$ cat src/rtl/eepw_pkg.sv
package eepw_pkg;
  localparam int DATA_W = 8;
  typedef enum logic [1:0] {ST_IDLE, ST_LOAD, ST_PROG} eepw_state_e;
endpackage

$ cat src/rtl/eepw_strobe_filter.sv
module eepw_strobe_filter #(
  parameter int MIN_PULSE = 3
) (
  input  logic clk_i,
  input  logic rst_ni,
  input  logic ce_ni,
  input  logic oe_ni,
  input  logic we_ni,
  output logic acc_o,
  output logic rd_act_o,
  output logic rd_rise_o
);
  localparam int CW = $clog2(MIN_PULSE + 1);

  logic          wr_act;
  logic [CW-1:0] cnt_q;
  logic          rd_q;

  assign wr_act    = ~ce_ni & ~we_ni & oe_ni;
  assign rd_act_o  = ~ce_ni & ~oe_ni;
  assign rd_rise_o = rd_act_o & ~rd_q;
  assign acc_o     = wr_act && (cnt_q == CW'(MIN_PULSE - 1));

  always_ff @(posedge clk_i or negedge rst_ni) begin
    if (!rst_ni) begin
      cnt_q <= '0;
      rd_q  <= 1'b0;
    end else begin
      rd_q <= rd_act_o;
      if (!wr_act) cnt_q <= '0;
      else if (cnt_q != CW'(MIN_PULSE)) cnt_q <= cnt_q + 1'b1;
    end
  end

  generate
    if (MIN_PULSE > 1) begin : g_pulse_chk
      // an accepted strobe was already active in the previous cycle
      assert_min_pulse_R11: assert property (@(posedge clk_i) disable iff (!rst_ni)
        acc_o |-> $past(wr_act));
    end
  endgenerate

  // one acceptance per held strobe
  assert_single_accept_R11: assert property (@(posedge clk_i) disable iff (!rst_ni)
    acc_o |=> !acc_o);
endmodule

$ cat src/rtl/eepw_page_buffer.sv
module eepw_page_buffer #(
  parameter int PAGE_BITS = 8
) (
  input  logic                      clk_i,
  input  logic                      rst_ni,
  input  logic                      ld_i,
  input  logic                      clr_i,
  input  logic [PAGE_BITS-1:0]      ld_idx_i,
  input  logic [eepw_pkg::DATA_W-1:0] ld_data_i,
  input  logic [PAGE_BITS-1:0]      rd_idx_i,
  output logic [eepw_pkg::DATA_W-1:0] rd_data_o,
  output logic                      rd_valid_o
);
  localparam int PAGE = 1 << PAGE_BITS;

  logic [eepw_pkg::DATA_W-1:0] buf_q [PAGE];
  logic [PAGE-1:0]             valid_q;

  always_ff @(posedge clk_i or negedge rst_ni) begin
    if (!rst_ni) begin
      valid_q <= '0;
    end else if (ld_i) begin
      if (clr_i) valid_q <= PAGE'(1) << ld_idx_i;
      else       valid_q[ld_idx_i] <= 1'b1;
    end
  end

  always_ff @(posedge clk_i) begin
    if (ld_i) buf_q[ld_idx_i] <= ld_data_i;
  end

  assign rd_data_o  = buf_q[rd_idx_i];
  assign rd_valid_o = valid_q[rd_idx_i];

  // a new operation starts with only its first byte marked
  assert_first_clear_R7: assert property (@(posedge clk_i) disable iff (!rst_ni)
    (ld_i && clr_i) |=> ($countones(valid_q) == 1));
endmodule

$ cat src/rtl/eepw_prog_ctrl.sv
module eepw_prog_ctrl #(
  parameter int ADDR_W    = 17,
  parameter int PAGE_BITS = 8,
  parameter int WIN_CYC   = 5000,
  parameter int PROG_CYC  = 500000
) (
  input  logic                        clk_i,
  input  logic                        rst_ni,
  input  logic                        acc_i,
  input  logic [ADDR_W-1:0]           addr_i,
  input  logic [eepw_pkg::DATA_W-1:0] data_i,
  output logic                        ld_o,
  output logic                        clr_o,
  output logic [PAGE_BITS-1:0]        idx_o,
  input  logic [eepw_pkg::DATA_W-1:0] buf_data_i,
  input  logic                        buf_valid_i,
  output logic                        busy_o,
  output logic                        last7_o,
  output logic                        mem_we_o,
  output logic [ADDR_W-1:0]           mem_waddr_o,
  output logic [eepw_pkg::DATA_W-1:0] mem_wdata_o
);
  import eepw_pkg::*;
  localparam int PAGE = 1 << PAGE_BITS;
  localparam int PG_W = ADDR_W - PAGE_BITS;
  localparam int WW   = $clog2(WIN_CYC + 1);
  localparam int PW   = $clog2(PROG_CYC + 1) > PAGE_BITS + 1 ? $clog2(PROG_CYC + 1) : PAGE_BITS + 1;
  // PROG_CYC must be at least PAGE so every buffer slot gets a write slot

  eepw_state_e      st_q;
  logic [PG_W-1:0]  page_q;
  logic [WW-1:0]    win_q;
  logic [PW-1:0]    prog_q;
  logic             last7_q;
  logic [PG_W-1:0]  pg_in;
  logic             in_range;

  assign pg_in    = addr_i[ADDR_W-1:PAGE_BITS];
  assign clr_o    = acc_i && (st_q == ST_IDLE);
  assign ld_o     = clr_o || (acc_i && (st_q == ST_LOAD) && (pg_in == page_q));
  assign busy_o   = (st_q == ST_PROG);
  assign last7_o  = last7_q;
  assign in_range = (prog_q < PW'(PAGE));
  assign idx_o    = busy_o ? prog_q[PAGE_BITS-1:0] : addr_i[PAGE_BITS-1:0];

  assign mem_we_o    = busy_o && in_range && buf_valid_i;
  assign mem_waddr_o = {page_q, prog_q[PAGE_BITS-1:0]};
  assign mem_wdata_o = buf_data_i;

  always_ff @(posedge clk_i or negedge rst_ni) begin
    if (!rst_ni) begin
      st_q    <= ST_IDLE;
      page_q  <= '0;
      win_q   <= '0;
      prog_q  <= '0;
      last7_q <= 1'b0;
    end else begin
      if (ld_o) last7_q <= data_i[DATA_W-1];
      unique case (st_q)
        ST_IDLE: if (acc_i) begin
          st_q   <= ST_LOAD;
          page_q <= pg_in;
          win_q  <= '0;
        end
        ST_LOAD: begin
          if (acc_i) win_q <= '0;
          else if (win_q == WW'(WIN_CYC - 1)) begin
            st_q   <= ST_PROG;
            prog_q <= '0;
          end else win_q <= win_q + 1'b1;
        end
        ST_PROG: begin
          if (prog_q == PW'(PROG_CYC - 1)) st_q <= ST_IDLE;
          else prog_q <= prog_q + 1'b1;
        end
        default: st_q <= ST_IDLE;
      endcase
    end
  end

  assert_we_in_busy_R6: assert property (@(posedge clk_i) disable iff (!rst_ni)
    mem_we_o |-> busy_o);
  assert_page_frozen_R12: assert property (@(posedge clk_i) disable iff (!rst_ni)
    busy_o |=> $stable(page_q));
  assert_off_page_drop_R5: assert property (@(posedge clk_i) disable iff (!rst_ni)
    (st_q == ST_LOAD && acc_i && pg_in != page_q) |=> $stable(page_q) && $stable(last7_q));
  assert_write_page_R7: assert property (@(posedge clk_i) disable iff (!rst_ni)
    (mem_we_o && $past(mem_we_o)) |-> $stable(mem_waddr_o[ADDR_W-1:PAGE_BITS]));
endmodule

$ cat src/rtl/eepw_status.sv
module eepw_status (
  input  logic                        clk_i,
  input  logic                        rst_ni,
  input  logic                        busy_i,
  input  logic                        rd_act_i,
  input  logic                        rd_rise_i,
  input  logic                        last7_i,
  input  logic [eepw_pkg::DATA_W-1:0] mem_rdata_i,
  output logic [eepw_pkg::DATA_W-1:0] rdata_o
);
  import eepw_pkg::*;
  logic tog_q;

  always_ff @(posedge clk_i or negedge rst_ni) begin
    if (!rst_ni) tog_q <= 1'b0;
    else if (busy_i && rd_rise_i) tog_q <= ~tog_q;
  end

  always_comb begin
    rdata_o = '0;
    if (rd_act_i) begin
      if (busy_i) rdata_o = {~last7_i, tog_q, {(DATA_W-2){1'b0}}};
      else        rdata_o = mem_rdata_i;
    end
  end

  assert_tog_hold_R9: assert property (@(posedge clk_i) disable iff (!rst_ni)
    !busy_i |=> $stable(tog_q));
  assert_tog_flip_R9: assert property (@(posedge clk_i) disable iff (!rst_ni)
    (busy_i && rd_rise_i) |=> (tog_q != $past(tog_q)));
endmodule

$ cat src/rtl/eeprom_page_writer.sv
module eeprom_page_writer #(
  parameter int ADDR_W    = 17,
  parameter int PAGE_BITS = 8,
  parameter int WIN_CYC   = 5000,
  parameter int PROG_CYC  = 500000,
  parameter int MIN_PULSE = 3
) (
  input  logic              clk_i,
  input  logic              rst_ni,
  input  logic              ce_ni,
  input  logic              oe_ni,
  input  logic              we_ni,
  input  logic [ADDR_W-1:0] addr_i,
  input  logic [7:0]        data_i,
  output logic [7:0]        rdata_o,
  output logic              busy_o,
  output logic              mem_we_o,
  output logic [ADDR_W-1:0] mem_waddr_o,
  output logic [7:0]        mem_wdata_o,
  output logic [ADDR_W-1:0] mem_raddr_o,
  input  logic [7:0]        mem_rdata_i
);
  logic acc, rd_act, rd_rise, ld, clr, last7, buf_valid;
  logic [PAGE_BITS-1:0] idx;
  logic [7:0] buf_data;

  assign mem_raddr_o = addr_i;

  eepw_strobe_filter #(.MIN_PULSE(MIN_PULSE)) u_filt (
    .clk_i, .rst_ni, .ce_ni, .oe_ni, .we_ni,
    .acc_o(acc), .rd_act_o(rd_act), .rd_rise_o(rd_rise));

  eepw_page_buffer #(.PAGE_BITS(PAGE_BITS)) u_buf (
    .clk_i, .rst_ni, .ld_i(ld), .clr_i(clr), .ld_idx_i(addr_i[PAGE_BITS-1:0]),
    .ld_data_i(data_i), .rd_idx_i(idx), .rd_data_o(buf_data), .rd_valid_o(buf_valid));

  eepw_prog_ctrl #(.ADDR_W(ADDR_W), .PAGE_BITS(PAGE_BITS), .WIN_CYC(WIN_CYC),
                   .PROG_CYC(PROG_CYC)) u_ctrl (
    .clk_i, .rst_ni, .acc_i(acc), .addr_i, .data_i, .ld_o(ld), .clr_o(clr),
    .idx_o(idx), .buf_data_i(buf_data), .buf_valid_i(buf_valid), .busy_o,
    .last7_o(last7), .mem_we_o, .mem_waddr_o, .mem_wdata_o);

  eepw_status u_stat (
    .clk_i, .rst_ni, .busy_i(busy_o), .rd_act_i(rd_act), .rd_rise_i(rd_rise),
    .last7_i(last7), .mem_rdata_i, .rdata_o);

  assert_idle_read_R13: assert property (@(posedge clk_i) disable iff (!rst_ni)
    (!busy_o && !ce_ni && !oe_ni) |-> (rdata_o == mem_rdata_i));
endmodule

$ cat config.mk
export PLATFORM = sky130hd
export DESIGN_NAME = eeprom_page_writer
export DESIGN_NICKNAME = d
export VERILOG_FILES = /design/src/rtl/eepw_pkg.sv /design/src/rtl/eepw_strobe_filter.sv /design/src/rtl/eepw_page_buffer.sv /design/src/rtl/eepw_prog_ctrl.sv /design/src/rtl/eepw_status.sv /design/src/rtl/eeprom_page_writer.sv
export SDC_FILE = /design/constraint.sdc
export NUM_CORES = 2
export LEC_CHECK = 0
export ABC_AREA = 0
export CORE_ASPECT_RATIO = 1.1
export CORE_MARGIN = 3
export CORE_UTILIZATION = 54
export CTS_CLUSTER_SIZE = 14
export DETAILED_ROUTE_END_ITERATION = 10
export GPL_ROUTABILITY_DRIVEN = 0
export PLACE_DENSITY = 0.7
export SLEW_MARGIN = 20
export SYNTH_ARGS = -nofsm -noshare
export SYNTH_HDL_FRONTEND = slang
export SYNTH_SLANG_ARGS = --single-unit
$ cat constraint.sdc
create_clock -name clk_i -period 7.64 [get_ports clk_i]
set_input_delay 1.528 -clock clk_i [delete_from_list [all_inputs] [get_ports clk_i]]
set_output_delay 1.528 -clock clk_i [all_outputs]
set_load 0.01 [all_outputs]
==> impl_metrics.ini <==
[clock_tree]
clock_sinks = 2352
htreeDepth = 4
clockBufferDepth = 3
tritoncts = built
clkLatencyLatePin_ns = 0.87
clk_pin_slew_ns = 0.06
cts_buffers = 221
root_buffer = clkbuf_16
cts_setup_buffers = 0

[finish]
multi_input_area_sq_um = 23400
fin_nets = 7167
seq_area_sq_um = 69100
fillCellCount = 12772
stdcell_area_sq_um = 107000
syn_to_final_growth_pct = 12.5
utilization = 0.614
drive_gt1_frac = 0.0993

[synth]
synth_cells = 7023
synth_top_cell_area_share = 0.648
syn_area_per_cell_sq_um = 13.5
ys_top_cells_by_area = edfxtp_1, dfrtp_1, nand2_1, mux2i_1, nand3_1
synth.distinct_cells = 78
synth_ff_type = edfxtp_1
synth_top_area_cell = edfxtp_1
synth.most_common_cell = edfxtp_1
ys_warn_count = 0
syn_nets = 7065
ys_ff_latch = 2352
ys_async_sr_fraction = 0.129
seq_area_frac_synth = 0.729
yosys-top-cells-count = edfxtp_1, nand2_1, nor2_1
synth_area_sq_um = 94800
synth_edf_count = 2048

[power_and_ir_drop]
power_mw = 25.5
peakVddDrop_uv = 304
pwr_density_cell_nw_per_um2 = 239
p_seq_frac = 0.548
internal-power_mw = 20.4
power.share.clock = 0.439
p_comb_frac = 0.013
swShare = 0.201
power_leakage_nw = 39.4
p_sw_mw = 5.13

[timing]
fin_crit_ns = 7.69
worst_slack_ns = -0.0522
finalCritPeriodShare = 1.01
finClkSkew_ns = 0.0335
setup_viol = 1
slew_violations = 0
fin_hold_ws_ns = 0.473
tightestPinTransition_ns = 1.22
relSlewSlack = 0.183
fmax_mhz = 130
hold_viol = 0
rsz0062_at_grt = false

[placed_design]
port_buffers = 89
dp.final_hpwl_um = 179000
post_dp_cell_area_sq_um = 99100

[detailed_routing]
wire_per_inst_um = 29.9
vias = 62551
ant_nets = 0
drtIter0Drc = 8533
drt-pass1-iter-count = 9
wl_um = 287000
viasPerCell = 6.52
drc = 0

[global_route]
grt_pass1_vias = 59909
overflow = 0
grt.total_usage = 0.315
grt_pass1_wl_um = 414000
grt_max_degree = 177
antenna_found_initial = 10

[floorplan]
die_w_um = 406
die_h_um = 446
dieArea_sq_um = 181000
std_cell_rows = 160
core_sq_um = 174000
boundaryPins = 90
start_util = 0.546

[setup_path]
crit_path_start_kind = flop
cp-end-kind = output pin
slowest_stage = dfrtp_1
critPathTopFamily = buffers and inverters
crit_required_ns = 6.11
critPathMaxFanout = 35
critPathArrivalTime_ns = 6.16
cp_num_buf_inv = 5
r2r_slack_ns = 2.97
critical_path_class = reg2out
cp_cell_sequence = nand2b_4 > mux2i_4 > buf_12 > buf_12 > nand2_1 > buf_4 > a31oi_1 > nand4_1 > nand4_1 > o211ai_1 > buf_4 > o22ai_2 > clkdlybuf4s50_1
critical-path-max-stage-delay_ns = 0.82

[min_path]
hold_path.class = reg2reg

[status]
status = complete, but fails checks
failed_checks = negative setup slack

[job]
cap_violations = 0
-- path summary, 6_finish.rpt --
path                                   startpoint             endpoint  cells after the start
worst max register to register   u_ctrl.page_q[3]  u_buf.buf_q[202][4]                      7
min in group asynchronous                  rst_ni   u_buf.valid_q[102]                      1
worst min register to register  u_buf.valid_q[29]    u_buf.valid_q[29]                      1
worst min-delay path            u_buf.valid_q[29]    u_buf.valid_q[29]                      1
worst max-delay path               u_ctrl.st_q[0]             mem_we_o                     13
max in group asynchronous                  rst_ni   u_buf.valid_q[198]                      2
-- state kept, by name, summed over array words and instances (netlist names) --
name and flops:
u_buf.buf_q 2048, u_buf.valid_q 256, u_ctrl.last7_o 1, u_ctrl.page_q 9, u_ctrl.prog_q 19, u_ctrl.st_q 2, u_ctrl.win_q 13, u_filt.cnt_q 2
u_filt.rd_q 1, u_stat.tog_q 1
-- per-layer routing --
metal | vias up | wire, um | share of wire | GRT usage
met4 | 10 | 16900 | 0.059 | 0.165
li1 | 26342 | - | - | -
met2 | 4223 | 131000 | 0.46 | 0.479
met5 | - | 370 | 0.0013 | 0.0132
met3 | 782 | 35000 | 0.12 | 0.0908
met1 | 31194 | 103000 | 0.36 | 0.413
-- repair_timing --
item / in CTS / in global routing
setup endpoints to repair: 5 / 2
cloned: 1 / 0
gates resized for setup: 5 / 3
pin swaps: 1 / 0
hold buffers: 0 / 0
-- cell type report --
class | instances | share of cell area
Clock buffer | 310 | 0.0581
Tap cell | 2268 | 0.0266
Multi-Input combinational cell | 4131 | 0.219
Sequential cell | 2352 | 0.648
Timing Repair Buffer | 366 | 0.0348
Inverter | 53 | 0.00186
Antenna cell | 4 | 0.0000938
Clock inverter | 111 | 0.0117
-- power groups by stage --
stage,clock network [mW],registers [mW],logic (mW)
4_1_cts,11.3,14.0,0.337
3_5_place_dp,0,14.2,0.336
3_3_place_gp,0,14.2,0.326
2_1_floorplan,0,14.2,0.0387
6_report,11.2,14.0,0.343
5_1_grt,11.8,14.0,0.360
-- cell families (layout without fill, tap and decap cells) --
| family | after synthesis | count (layout) | share of synthesized area |
|---|---|---|---|
| multiplexers | 393 | 393 | 0.0431 |
| adder cells (fa/ha/maj) | 4 | 4 | 0.000528 |
| AO/OA/AOI/OAI | 963 | 963 | 0.0729 |
| flip-flops | 2352 | 2352 | 0.729 |
| XOR/XNOR | 31 | 31 | 0.00286 |
| other | 0 | 4 | 0 |
| buffers and inverters | 541 | 840 | 0.0282 |
| AND/OR/NAND/NOR | 2739 | 2740 | 0.124 |
-- through the flow --
| stage | TNS, ns | setup slack, ns | instances |
|---|---|---|---|
| after floorplan | 0 | 2.69 | 7023 |
| after global placement | -0.0918 | -0.0816 | 9168 |
| after detailed placement | -0.0260 | -0.0260 | 9168 |
| after CTS | 0 | 0.0643 | 9590 |
| after global routing | 0 | 0.0332 | 9592 |
| final | -0.0522 | -0.0522 | 9595 |
-- cells in the final DEF (no fill, tap or decap), drive strengths merged, types with 8 or more instances in the layout --
master,instances
o22ai,8
bufinv,20
nand3,474
a21oi,88
buf,280
a222oi,9
mux2,13
a21o,260
inv,58
mux2i,369
edfxtp,2048
a221oi,29
mux4,11
clkdlybuf4s50,78
nor2,513
a32oi,168
nor3,15
nor4,41
nand4,204
nand2,1435
o21ai,134
a31oi,110
a2111oi,8
a211oi,89
clkinv,83
nand2b,12
xor2,27
o2111ai,21
dfrtp,304
clkbuf,318
and3,16
Power figures use the tool's default switching activity.
